==> config.mk <==
export PLATFORM = sky130hd
export DESIGN_NAME = ctlreg_guard
export DESIGN_NICKNAME = d
export VERILOG_FILES = /design/src/rtl/ctlreg_pkg.sv /design/src/rtl/ctlreg_rules.sv /design/src/rtl/ctlreg_bank.sv /design/src/rtl/ctlreg_guard.sv
export SDC_FILE = /design/constraint.sdc
export NUM_CORES = 1
export LEC_CHECK = 0
export BUFFER_PORTS_ARGS = -buffer_cell sky130_fd_sc_hd__buf_2
export CORE_ASPECT_RATIO = 0.8
export CORE_MARGIN = 10
export CORE_UTILIZATION = 58
export DETAILED_ROUTE_END_ITERATION = 8
export GPL_TIMING_DRIVEN = 0
export PLACE_DENSITY = 0.83
export RECOVER_POWER = 50
export SLEW_MARGIN = 5
export SYNTH_ARGS = -nofsm -noshare
export SYNTH_HDL_FRONTEND = slang
export SYNTH_SLANG_ARGS = --single-unit
==> constraint.sdc <==
create_clock -name clk -period 4.3 [get_ports clk]
set_input_delay 0.215 -clock clk [delete_from_list [all_inputs] [get_ports clk]]
set_output_delay 0.215 -clock clk [all_outputs]
set_load 0.05 [all_outputs]
==> src/rtl/ctlreg_pkg.sv <==
package ctlreg_pkg;

    localparam int DW       = 32;
    localparam int NUM_REGS = 5;
    localparam int SEL_W    = 3;

    // bit positions inside the mode-control word
    localparam int BIT_PROT  = 0;
    localparam int BIT_WTHRU = 29;
    localparam int BIT_CDIS  = 30;
    localparam int BIT_XLATE = 31;

    localparam logic [SEL_W-1:0] SEL_MODE  = 3'd0;
    localparam logic [SEL_W-1:0] SEL_TBASE = 3'd1;
    localparam logic [SEL_W-1:0] SEL_FEAT  = 3'd2;
    localparam logic [SEL_W-1:0] SEL_PRIO  = 3'd3;
    localparam logic [SEL_W-1:0] SEL_VSTAT = 3'd4;

    typedef struct packed {
        logic             en;
        logic [SEL_W-1:0] sel;
        logic [DW-1:0]    data;
        logic             wide;
    } wreq_t;

    typedef struct packed {
        logic valid;
        logic fault;
    } resp_t;

    function automatic logic [DW-1:0] reset_value(int idx);
        logic [DW-1:0] v;
        v = '0;
        if (idx == 0) begin
            v[BIT_CDIS]  = 1'b1;
            v[BIT_WTHRU] = 1'b1;
        end
        return v;
    endfunction

endpackage

==> src/rtl/ctlreg_rules.sv <==
module ctlreg_rules
    import ctlreg_pkg::*;
#(
    parameter logic [DW-1:0] RSV_TBASE = 32'h0000_0FE7,
    parameter logic [DW-1:0] RSV_FEAT  = 32'hFF80_0000,
    parameter logic [DW-1:0] RSV_PRIO  = 32'hFFFF_FFF0,
    parameter logic [DW-1:0] RSV_VSTAT = 32'hFFFF_0000
) (
    input  wreq_t req,
    output logic  fault
);

    logic xlate_no_prot;
    logic wt_no_cache;
    logic wide_no_xlate;

    always_comb begin
        xlate_no_prot = req.data[BIT_XLATE] & ~req.data[BIT_PROT];
        wt_no_cache   = req.data[BIT_WTHRU] & ~req.data[BIT_CDIS];
        wide_no_xlate = req.wide & ~req.data[BIT_XLATE];
    end

    always_comb begin
        case (req.sel)
            SEL_MODE:  fault = xlate_no_prot | wt_no_cache | wide_no_xlate;
            SEL_TBASE: fault = |(req.data & RSV_TBASE);
            SEL_FEAT:  fault = |(req.data & RSV_FEAT);
            SEL_PRIO:  fault = |(req.data & RSV_PRIO);
            SEL_VSTAT: fault = |(req.data & RSV_VSTAT);
            default:   fault = 1'b1;
        endcase
    end

endmodule

==> src/rtl/ctlreg_bank.sv <==
module ctlreg_bank
    import ctlreg_pkg::*;
(
    input  logic             clk,
    input  logic             rst,
    input  wreq_t            req,
    input  logic             accept,
    input  logic [SEL_W-1:0] rd_sel,
    output logic [DW-1:0]    rd_data
);

    logic [DW-1:0] store [NUM_REGS];

    for (genvar i = 0; i < NUM_REGS; i++) begin : g_reg
        localparam logic [SEL_W-1:0] MY_SEL = SEL_W'(i);
        logic hit;
        assign hit = req.en && accept && (req.sel == MY_SEL);

        always_ff @(posedge clk) begin
            if (rst)
                store[i] <= reset_value(i);
            else if (hit)
                store[i] <= req.data;
        end


        untouched_hold_chk: assert property (@(posedge clk) disable iff (rst)
            !(req.en && accept && req.sel == MY_SEL) |=> $stable(store[i]));
    end

    always_comb begin
        rd_data = '0;
        for (int i = 0; i < NUM_REGS; i++)
            if (rd_sel == SEL_W'(i))
                rd_data = store[i];
    end

endmodule

==> src/rtl/ctlreg_guard.sv <==
module ctlreg_guard
    import ctlreg_pkg::*;
#(
    parameter logic [DW-1:0] RSV_TBASE = 32'h0000_0FE7,
    parameter logic [DW-1:0] RSV_FEAT  = 32'hFF80_0000,
    parameter logic [DW-1:0] RSV_PRIO  = 32'hFFFF_FFF0,
    parameter logic [DW-1:0] RSV_VSTAT = 32'hFFFF_0000
) (
    input  logic             clk,
    input  logic             rst,
    input  logic             wr_en,
    input  logic [SEL_W-1:0] wr_sel,
    input  logic [DW-1:0]    wr_data,
    input  logic             wide_mode,
    input  logic [SEL_W-1:0] rd_sel,
    output logic [DW-1:0]    rd_data,
    output logic             resp_valid,
    output logic             resp_fault
);

    wreq_t req;
    resp_t resp_q;
    logic  fault;

    assign req = '{en: wr_en, sel: wr_sel, data: wr_data, wide: wide_mode};

    ctlreg_rules #(
        .RSV_TBASE(RSV_TBASE),
        .RSV_FEAT (RSV_FEAT),
        .RSV_PRIO (RSV_PRIO),
        .RSV_VSTAT(RSV_VSTAT)
    ) u_rules (
        .req  (req),
        .fault(fault)
    );

    ctlreg_bank u_bank (
        .clk    (clk),
        .rst    (rst),
        .req    (req),
        .accept (~fault),
        .rd_sel (rd_sel),
        .rd_data(rd_data)
    );

    always_ff @(posedge clk) begin
        if (rst)
            resp_q <= '0;
        else
            resp_q <= '{valid: wr_en, fault: wr_en & fault};
    end

    assign resp_valid = resp_q.valid;
    assign resp_fault = resp_q.fault;


    resp_follows_chk: assert property (@(posedge clk) disable iff (rst)
        wr_en |=> resp_valid);

    resp_quiet_chk: assert property (@(posedge clk) disable iff (rst)
        !wr_en |=> !resp_valid && !resp_fault);

    xlate_noprot_chk: assert property (@(posedge clk) disable iff (rst)
        wr_en && wr_sel == SEL_MODE && wr_data[BIT_XLATE] && !wr_data[BIT_PROT]
        |=> resp_fault);

    wthru_nocache_chk: assert property (@(posedge clk) disable iff (rst)
        wr_en && wr_sel == SEL_MODE && wr_data[BIT_WTHRU] && !wr_data[BIT_CDIS]
        |=> resp_fault);

    wide_xlate_off_chk: assert property (@(posedge clk) disable iff (rst)
        wr_en && wr_sel == SEL_MODE && wide_mode && !wr_data[BIT_XLATE]
        |=> resp_fault);

    bad_sel_chk: assert property (@(posedge clk) disable iff (rst)
        wr_en && wr_sel >= SEL_W'(NUM_REGS) |=> resp_fault);

endmodule

# Word level (Yosys, flattened, before mapping)
# Memory sizes are Yosys's and may differ from the RTL's.
# Index checks and enable logic that the tools add are counted.
[totals] ff_bits=2 ramBits=160 inputBits=42 out_inout_bits=34 wordCells=66 n_memories=1
[classes] n_eq_ne=8 mux=28 n_bitwise=15 reduce_logical=12
[memory_table] name="u_bank.store" words=5 word_bits=32 read_ports=5 rd_clocked_by_memory_dff=0 write_ports=5 line="ctlreg_bank.sv:12" text="logic [DW-1:0] store [NUM_REGS];"
[ops] cell="32-bit two-way mux" n=10
[ops] cell="28-bit OR reduction" n=1
[ops] cell="1-bit two-way mux" n=17
[ops] cell="16-bit OR reduction" n=1
[ops] cell="3-bit by 2-bit == test with 1-bit output, second input constant" n=4
[ops] cell="10-bit OR reduction" n=1
[ops] cell="9-bit OR reduction" n=1
[ops] cell="1-bit OR" n=7
[ops] cell="3-bit by 1-bit == test with 1-bit output, second input constant" n=2
[ops] cell="3-bit == test, second input constant" n=2
[ops] cell="1-bit logical AND" n=6
[ops] cell="3-bit logical NOT" n=2
[ops] cell="1-bit case mux with 5 select lines" n=1
[ops] cell="1-bit AND" n=4
[ops] cell="1-bit inverter" n=4

# Depth between registers and ports, before layout
# Gate-level depths: netlist (run 1).
[depth] depth_word=12 mapped_depth=7 depth_no_buf=5

# By module
# Synthesis (run 1) repeated with hierarchy kept, for this count alone.
[hier_totals] hier_cells=575 hier_area_um2=7621.1
[modules_own_cells] module="ctlreg_bank" n_inst=1 cells_per_inst=540 area_per_inst_um2=7392.1 seq_area_each_um2=4804.6
[modules_own_cells] module="ctlreg_rules" n_inst=1 cells_per_inst=30 area_per_inst_um2=170.2 seq_area_each_um2=0.0
[modules_own_cells] module="ctlreg_guard" n_inst=1 cells_per_inst=5 area_per_inst_um2=58.8 seq_area_each_um2=40.0

# Worst setup path after synthesis (run 1)
# OpenSTA, ideal clock, no wires.
[synth_timing] path_type="input port to flip-flop" start="input wr_data[26]" end="memory u_bank.store[2][0], enable pin" setup_ns=0.470 arrival_time_ns=3.148 t_required_ns=3.830 slack_ns=0.682 stages=3 path_buffers=0 cell_sequence="nor4_1 -> nand3_1 -> o31ai_1"
[synth_rtl] item="from (decl)" line="ctlreg_guard.sv:13" text="input logic [DW-1:0] wr_data,"
[synth_rtl] item="to (decl)" line="ctlreg_bank.sv:12"

# Final worst setup path (run 1)
[layout_timing] start="input rd_sel[0]" end="output rd_data[9]"
[layout_between] elab_chain_len=6 word_cells_on_any_way=10 classes_between="4 x eq/ne; 5 x mux; 1 x reduce/logical"
[layout_rtl] item="from (decl)" line="ctlreg_guard.sv:15" text="input logic [SEL_W-1:0] rd_sel,"
[layout_rtl] item="3-bit logical NOT" line="ctlreg_bank.sv:34" text="if (rd_sel == SEL_W'(i))"
[layout_rtl] item="32-bit two-way mux (4 in a row)" line="ctlreg_bank.sv:34"
[layout_rtl] item="32-bit two-way mux (*)" line="ctlreg_bank.sv:34"
[layout_rtl] item="to (decl)" line="ctlreg_guard.sv:16" text="output logic [DW-1:0] rd_data,"
# Mark *: on every way between the ends. The rest lies on a longest branch, timed or not.

==> impl_metrics.env, run 1 <==
export IMPL_status="complete, but fails checks"
export IMPL_violations="max-capacitance violations, max-slew violations"
export IMPL_fmax_mhz=302
export IMPL_dp_cells=773
export IMPL_ant_nets=0
export IMPL_seqPwrFrac=0.465
export IMPL_drv_slew=44
export IMPL_via_count=4779
export IMPL_dr_pass1_iters=5
export IMPL_avgRoutedWirePerCell_um=22.5
export IMPL_cts_buffer_depth=2
export IMPL_die_h_um=118
export IMPL_grt_pass1_wl_um=27900
export IMPL_final_net_count=686
export IMPL_track_usage=0.218
export IMPL_cp_max_fo=10
export IMPL_grt_pass1_vias=5106
export IMPL_ys_warn_count=0
export IMPL_power_total_mw=4.06
export IMPL_synthSimpleGateAreaFrac=0.135
export IMPL_hold_viol=0
export IMPL_required_ns=4.09
export IMPL_cts_tree="yes"
export IMPL_die_w_um=143
export IMPL_antenna_cells=0
export IMPL_grt_max_degree=33
export IMPL_ys_seq_elements=162
export IMPL_drt_iter0_markers=673
export IMPL_syn_cell_area_um2=7020
export IMPL_core_area_um2=11700
export IMPL_layout_commonest_cell="edfxtp_1"
export IMPL_drv_cap=2
export IMPL_dpl_hpwl_um=11500
export IMPL_clk_pin_slew_ns=0.06
export IMPL_synth_xor_area_share=0
export IMPL_synth_ff_type="edfxtp_1"
export IMPL_fin_crit_sh=0.769
export IMPL_tightest_slew_ns=1.92
export IMPL_p_switching_mw=0.951
export IMPL_gr_total_overflow=0
export IMPL_dieArea_um2=16900
export IMPL_drc_errors=0
export IMPL_fp_row_count=35
export IMPL_p_clk_frac=0.434
export IMPL_final_setup_viol_count=0
export IMPL_instances_no_fill=805
export IMPL_synth_edf_count=160
export IMPL_p_leak_nw=3.32
export IMPL_syn_inst=489
export IMPL_synthAdderAreaFrac=0
export IMPL_fin_crit_ns=3.31
export IMPL_syn_area_per_cell_um2=14.4
export IMPL_synth_compound_area_share=0.0702
export IMPL_drt_wl_total_um=18100
export IMPL_setup_slack_ns=0.993
export IMPL_holdBufCountCts=0
export IMPL_min_path_type="in2reg"
export IMPL_cp_data_arrival_time_ns=3.09
export IMPL_swShare=0.234
export IMPL_area_growth_pct=20.0
export IMPL_comb_power_share=0.101
export IMPL_io_pins=76
export IMPL_cts_sink_count=162
export IMPL_worstSetupStartpointType="input pin"
export IMPL_end_kind="primary output"
export IMPL_synth_top_family_by_area="simple AND/OR/NAND/NOR gates"
export IMPL_synthMuxAreaShare=0.0742
export IMPL_rsz0062_at_grt="no"
export IMPL_gp_congestion=0.842
export IMPL_cts_repair_resized=0
export IMPL_ir_drop_mv=0.379
export IMPL_fin_tns_setup_ns=0
export IMPL_async_flop_share=0
export IMPL_cell_internal_pwr_mw=3.11
export IMPL_critPathKind="in2out"
export IMPL_drive_gt1_frac=0.161
export IMPL_via_per_inst=5.94
export IMPL_final_cell_mix="edfxtp_1, conb_1, buf_2, clkbuf_1, and3_1"
export IMPL_power_density_nw_per_um2=482
export IMPL_initial_utilization=0.600
export IMPL_post_cts_setup_buffer_count=0
export IMPL_io_buffers=71
export IMPL_numCtsBuffers=17
export IMPL_placed_area_um2=7850
export IMPL_synth_seq_area_share=0.690
export IMPL_relSlewSlack=-0.299
export IMPL_final_area_um2=8420
export IMPL_cts_root_buffer="clkbuf_16"
export IMPL_synth_cell_types=40
export IMPL_htree_num_levels=4
export IMPL_antenna_found_initial=1
export IMPL_dp_slack_ns=1.04
[final timing paths]
kind,from,slack (ns),end,cells after the start
worst max-delay path,rd_sel[0],0.99,rd_data[9],8
worst min-delay path,wr_data[27],0.09,u_bank.store[0][27],2
[registers in the layout, indices dropped and copies added, names as in the netlist]
register and count:
u_bank.store 160, resp_valid 1, resp_fault 1
[worst max-delay path: stages]
cell and delay (ns):
clkbuf_1 0.28, clkbuf_1 0.66, clkbuf_1 0.75, mux2i_1 0.20, nor2_1 0.16, a21oi_1 0.06
o22ai_1 0.24, clkbuf_1 0.51
[cell usage after synthesis (2+ instances only)]
master,n,area (µm²)
mux2i_1,16,160
a21oi_1,18,90.1
and2_1,48,300
nor4_1,4,25.0
and3_1,48,300
nor3_1,3,15.0
dfxtp_1,2,40.0
nor2b_1,3,18.8
o22ai_1,16,100
clkbuf_1,23,86.3
nand2b_1,3,18.8
o21ai_0,18,90.1
edfxtp_1,160,4800
clkbuf_2,2,10.0
buf_1,2,7.51
nand2_1,22,82.6
a41o_1,2,20.0
a21o_1,2,15.0
mux4_2,16,360
nor2_1,22,82.6
or3_1,2,12.5
inv_1,20,75.1
a22oi_1,16,120
buf_2,5,25.0
[kinds of logic after synthesis]
family | count (synthesis)
other | 1
flip-flops | 162
AO/OA/AOI/OAI | 77
buffers and inverters | 53
multiplexers | 32
AND/OR/NAND/NOR | 164
[layer usage]
metal / vias up / GRT usage / share of wire
met3: 32 / 0.0664 / 0.092
met4: 0 / 0.0882 / 0.023
met1: 2365 / 0.271 / 0.39
met2: 274 / 0.349 / 0.50
li1: 2108 / - / -
met5: - / 0 / 0
[per-stage QoR]
step | utilization | hold slack, ns
final | 0.720 | 0.0897
after global routing | 0.720 | 0.0944
after CTS | 0.730 | 0.0799
after detailed placement | 0.671 | 0.525
after global placement | 0.666 | 0.526
after floorplan | - | 0.374
[final cells by class]
class,count,area [µm²]
inverter,20,75.1
fill,814,3270
timing repair buffer,74,348
buffer,33,126
clock buffer,18,429
multi-input combinational,336,2160
tap,148,185
sequential,162,4840
clock inverter,14,256
[power groups by stage]
stage,logic [mW],clock network [mW],registers (mW)
after floorplan,0.278,0,1.91
after global placement,0.398,0,1.91
after detailed placement,0.411,0,1.92
after CTS,0.418,1.77,1.89
after global routing,0.438,1.84,1.90
final,0.410,1.76,1.89
(Power assumes the default switching activity.)
==> run 2: changes to the inputs <==
Clock period 4.3 ns to 3.3 ns, I/O delays scaled along.
==> run 2 against run 1 <==
  * The run still ends with max-capacitance violations, max-slew violations left
  * Non-clock buffer count is 1 lower
  * Sequential share of layout area about the same
  * Core utilization about the same
  * Routed wire length fell by 2.6%
  * Via count shrank 1.9%
  * Die area unchanged
  * Clock power up 24%
  * Total power is 28% higher
  * Hold slack worse by 0.039 ns
==> impl_metrics.env, run 2 (same netlist as run 1, synthesis figures left out) <==
export IMPL_status="complete, but fails checks"
export IMPL_violations="max-capacitance violations, max-slew violations"
export IMPL_initial_utilization=0.600
export IMPL_crit_chain="clkbuf_1 -> nor4_1 -> nand3_1 -> o31ai_1 -> buf_8 -> clkbuf_2"
export IMPL_comb_power_share=0.103
export IMPL_ant_nets=0
export IMPL_cp_max_fo=16
export IMPL_hold_viol=0
export IMPL_numCtsBuffers=17
export IMPL_ir_drop_mv=0.474
export IMPL_crit_slowest_cell="o31ai_1"
export IMPL_grt_max_degree=33
export IMPL_final_area_um2=8420
export IMPL_drt_iter0_markers=575
export IMPL_area_growth_pct=19.9
export IMPL_cts_repair_resized=0
export IMPL_core_area_um2=11700
export IMPL_rsz0062_at_grt="no"
export IMPL_drive_gt1_frac=0.166
export IMPL_io_buffers=71
export IMPL_seqPwrFrac=0.474
export IMPL_holdWs_ns=0.0509
export IMPL_clk_pin_slew_ns=0.06
export IMPL_via_count=4690
export IMPL_critPathKind="in2reg"
export IMPL_drc_errors=0
export IMPL_cp_buffers_inverters=3
export IMPL_cpPeakStageDelay_ns=1.41
export IMPL_fin_crit_sh=0.893
export IMPL_power_density_nw_per_um2=615
export IMPL_cts_tree="yes"
export IMPL_avgRoutedWirePerCell_um=21.9
export IMPL_required_ns=3.36
export IMPL_hold_path_startpoint="wr_data[5]"
export IMPL_final_cell_mix="edfxtp_1, conb_1, buf_2, clkbuf_1, and3_1"
export IMPL_cp_data_arrival_time_ns=3.01
export IMPL_holdBufCountCts=0
export IMPL_grt_pass1_vias=4835
export IMPL_p_clk_frac=0.422
export IMPL_tightest_slew_ns=1.71
export IMPL_p_leak_nw=3.31
export IMPL_dieArea_um2=16900
export IMPL_cell_internal_pwr_mw=3.98
export IMPL_gp_congestion=0.854
export IMPL_holdPathStages=2
export IMPL_htree_num_levels=4
export IMPL_placed_area_um2=7860
export IMPL_via_per_inst=5.83
export IMPL_track_usage=0.213
export IMPL_power_total_mw=5.18
export IMPL_cts_buffer_depth=2
export IMPL_final_util=0.720
export IMPL_drt_wl_total_um=17600
export IMPL_post_cts_setup_buffer_count=0
export IMPL_final_setup_viol_count=0
export IMPL_swShare=0.232
export IMPL_die_w_um=143
export IMPL_fin_crit_ns=2.95
export IMPL_relSlewSlack=-0.152
export IMPL_path_delay_family="compound AO/OA/AOI/OAI gates"
export IMPL_grt_pass1_wl_um=27100
export IMPL_io_pins=76
export IMPL_final_net_count=685
export IMPL_layout_commonest_cell="edfxtp_1"
export IMPL_min_to="u_bank.store[0][5]"
export IMPL_dr_pass1_iters=5
export IMPL_drv_cap=2
export IMPL_dp_cells=772
export IMPL_fp_row_count=35
export IMPL_p_switching_mw=1.20
export IMPL_cts_root_buffer="clkbuf_16"
export IMPL_min_path_type="in2reg"
export IMPL_die_h_um=118
export IMPL_gr_total_overflow=0
export IMPL_instances_no_fill=805
export IMPL_worstSetupStartpointType="input pin"
export IMPL_antenna_found_initial=1
export IMPL_largest_reg_flops=160
export IMPL_cts_sink_count=162
export IMPL_end_kind="flop"
export IMPL_drv_slew=20
export IMPL_dpl_hpwl_um=11600
export IMPL_fmax_mhz=339
export IMPL_largest_register="u_bank.store"
==> run 2: worst max-delay path by stage <==
stage                     start                  end  slack (ns)  cells after the start
global route        wr_data[26]  u_bank.store[2][25]        0.15                      6
detailed placement  wr_data[26]   u_bank.store[0][6]        0.02                      7
floorplan            wr_data[9]   u_bank.store[4][0]        0.71                      5
CTS                 wr_data[26]  u_bank.store[0][22]        0.46                      7
finish              wr_data[26]  u_bank.store[2][25]        0.35                      6
global placement    wr_data[26]  u_bank.store[2][27]       -0.63                      4
==> run 2: through the flow <==
| step | TNS (ns) | setup WS (ns) |
|---|---|---|
| after floorplan | 0 | 0.711 |
| after global placement | -38.95 | -0.626 |
| after detailed placement | 0 | 0.0201 |
| after CTS | 0 | 0.463 |
| after global routing | 0 | 0.149 |
| final | 0 | 0.354 |
==> run 2: power groups by stage <==
| stage | sequential [mW] | clock [mW] | combinational, mW |
|---|---|---|---|
| 3_5_place_dp | 2.50 | 0 | 0.540 |
| 4_1_cts | 2.46 | 2.20 | 0.544 |
| 5_1_grt | 2.47 | 2.28 | 0.573 |
| 2_1_floorplan | 2.49 | 0 | 0.363 |
| 3_3_place_gp | 2.49 | 0 | 0.523 |
| 6_report | 2.46 | 2.19 | 0.534 |
==> run 2: per-layer routing <==
| metal | wire length [µm] | GRT usage | vias to the layer above |
|---|---|---|---|
| met1 | 7130 | 0.286 | 2296 |
| met4 | 362 | 0.0856 | 2 |
| li1 | - | - | 2102 |
| met3 | 1660 | 0.0440 | 33 |
| met2 | 8450 | 0.332 | 257 |
| met5 | 10 | 0 | - |
==> run 2: cell type report <==
| cell class | count | area (µm²) |
|---|---|---|
| multi-input combinational | 336 | 2170 |
| inverter | 20 | 75.1 |
| sequential | 162 | 4840 |
| clock inverter | 10 | 209 |
| antenna | 1 | 2.50 |
| clock buffer | 22 | 444 |
| buffer | 33 | 129 |
| timing repair buffer | 73 | 355 |
| fill | 794 | 3270 |
| tap | 148 | 185 |
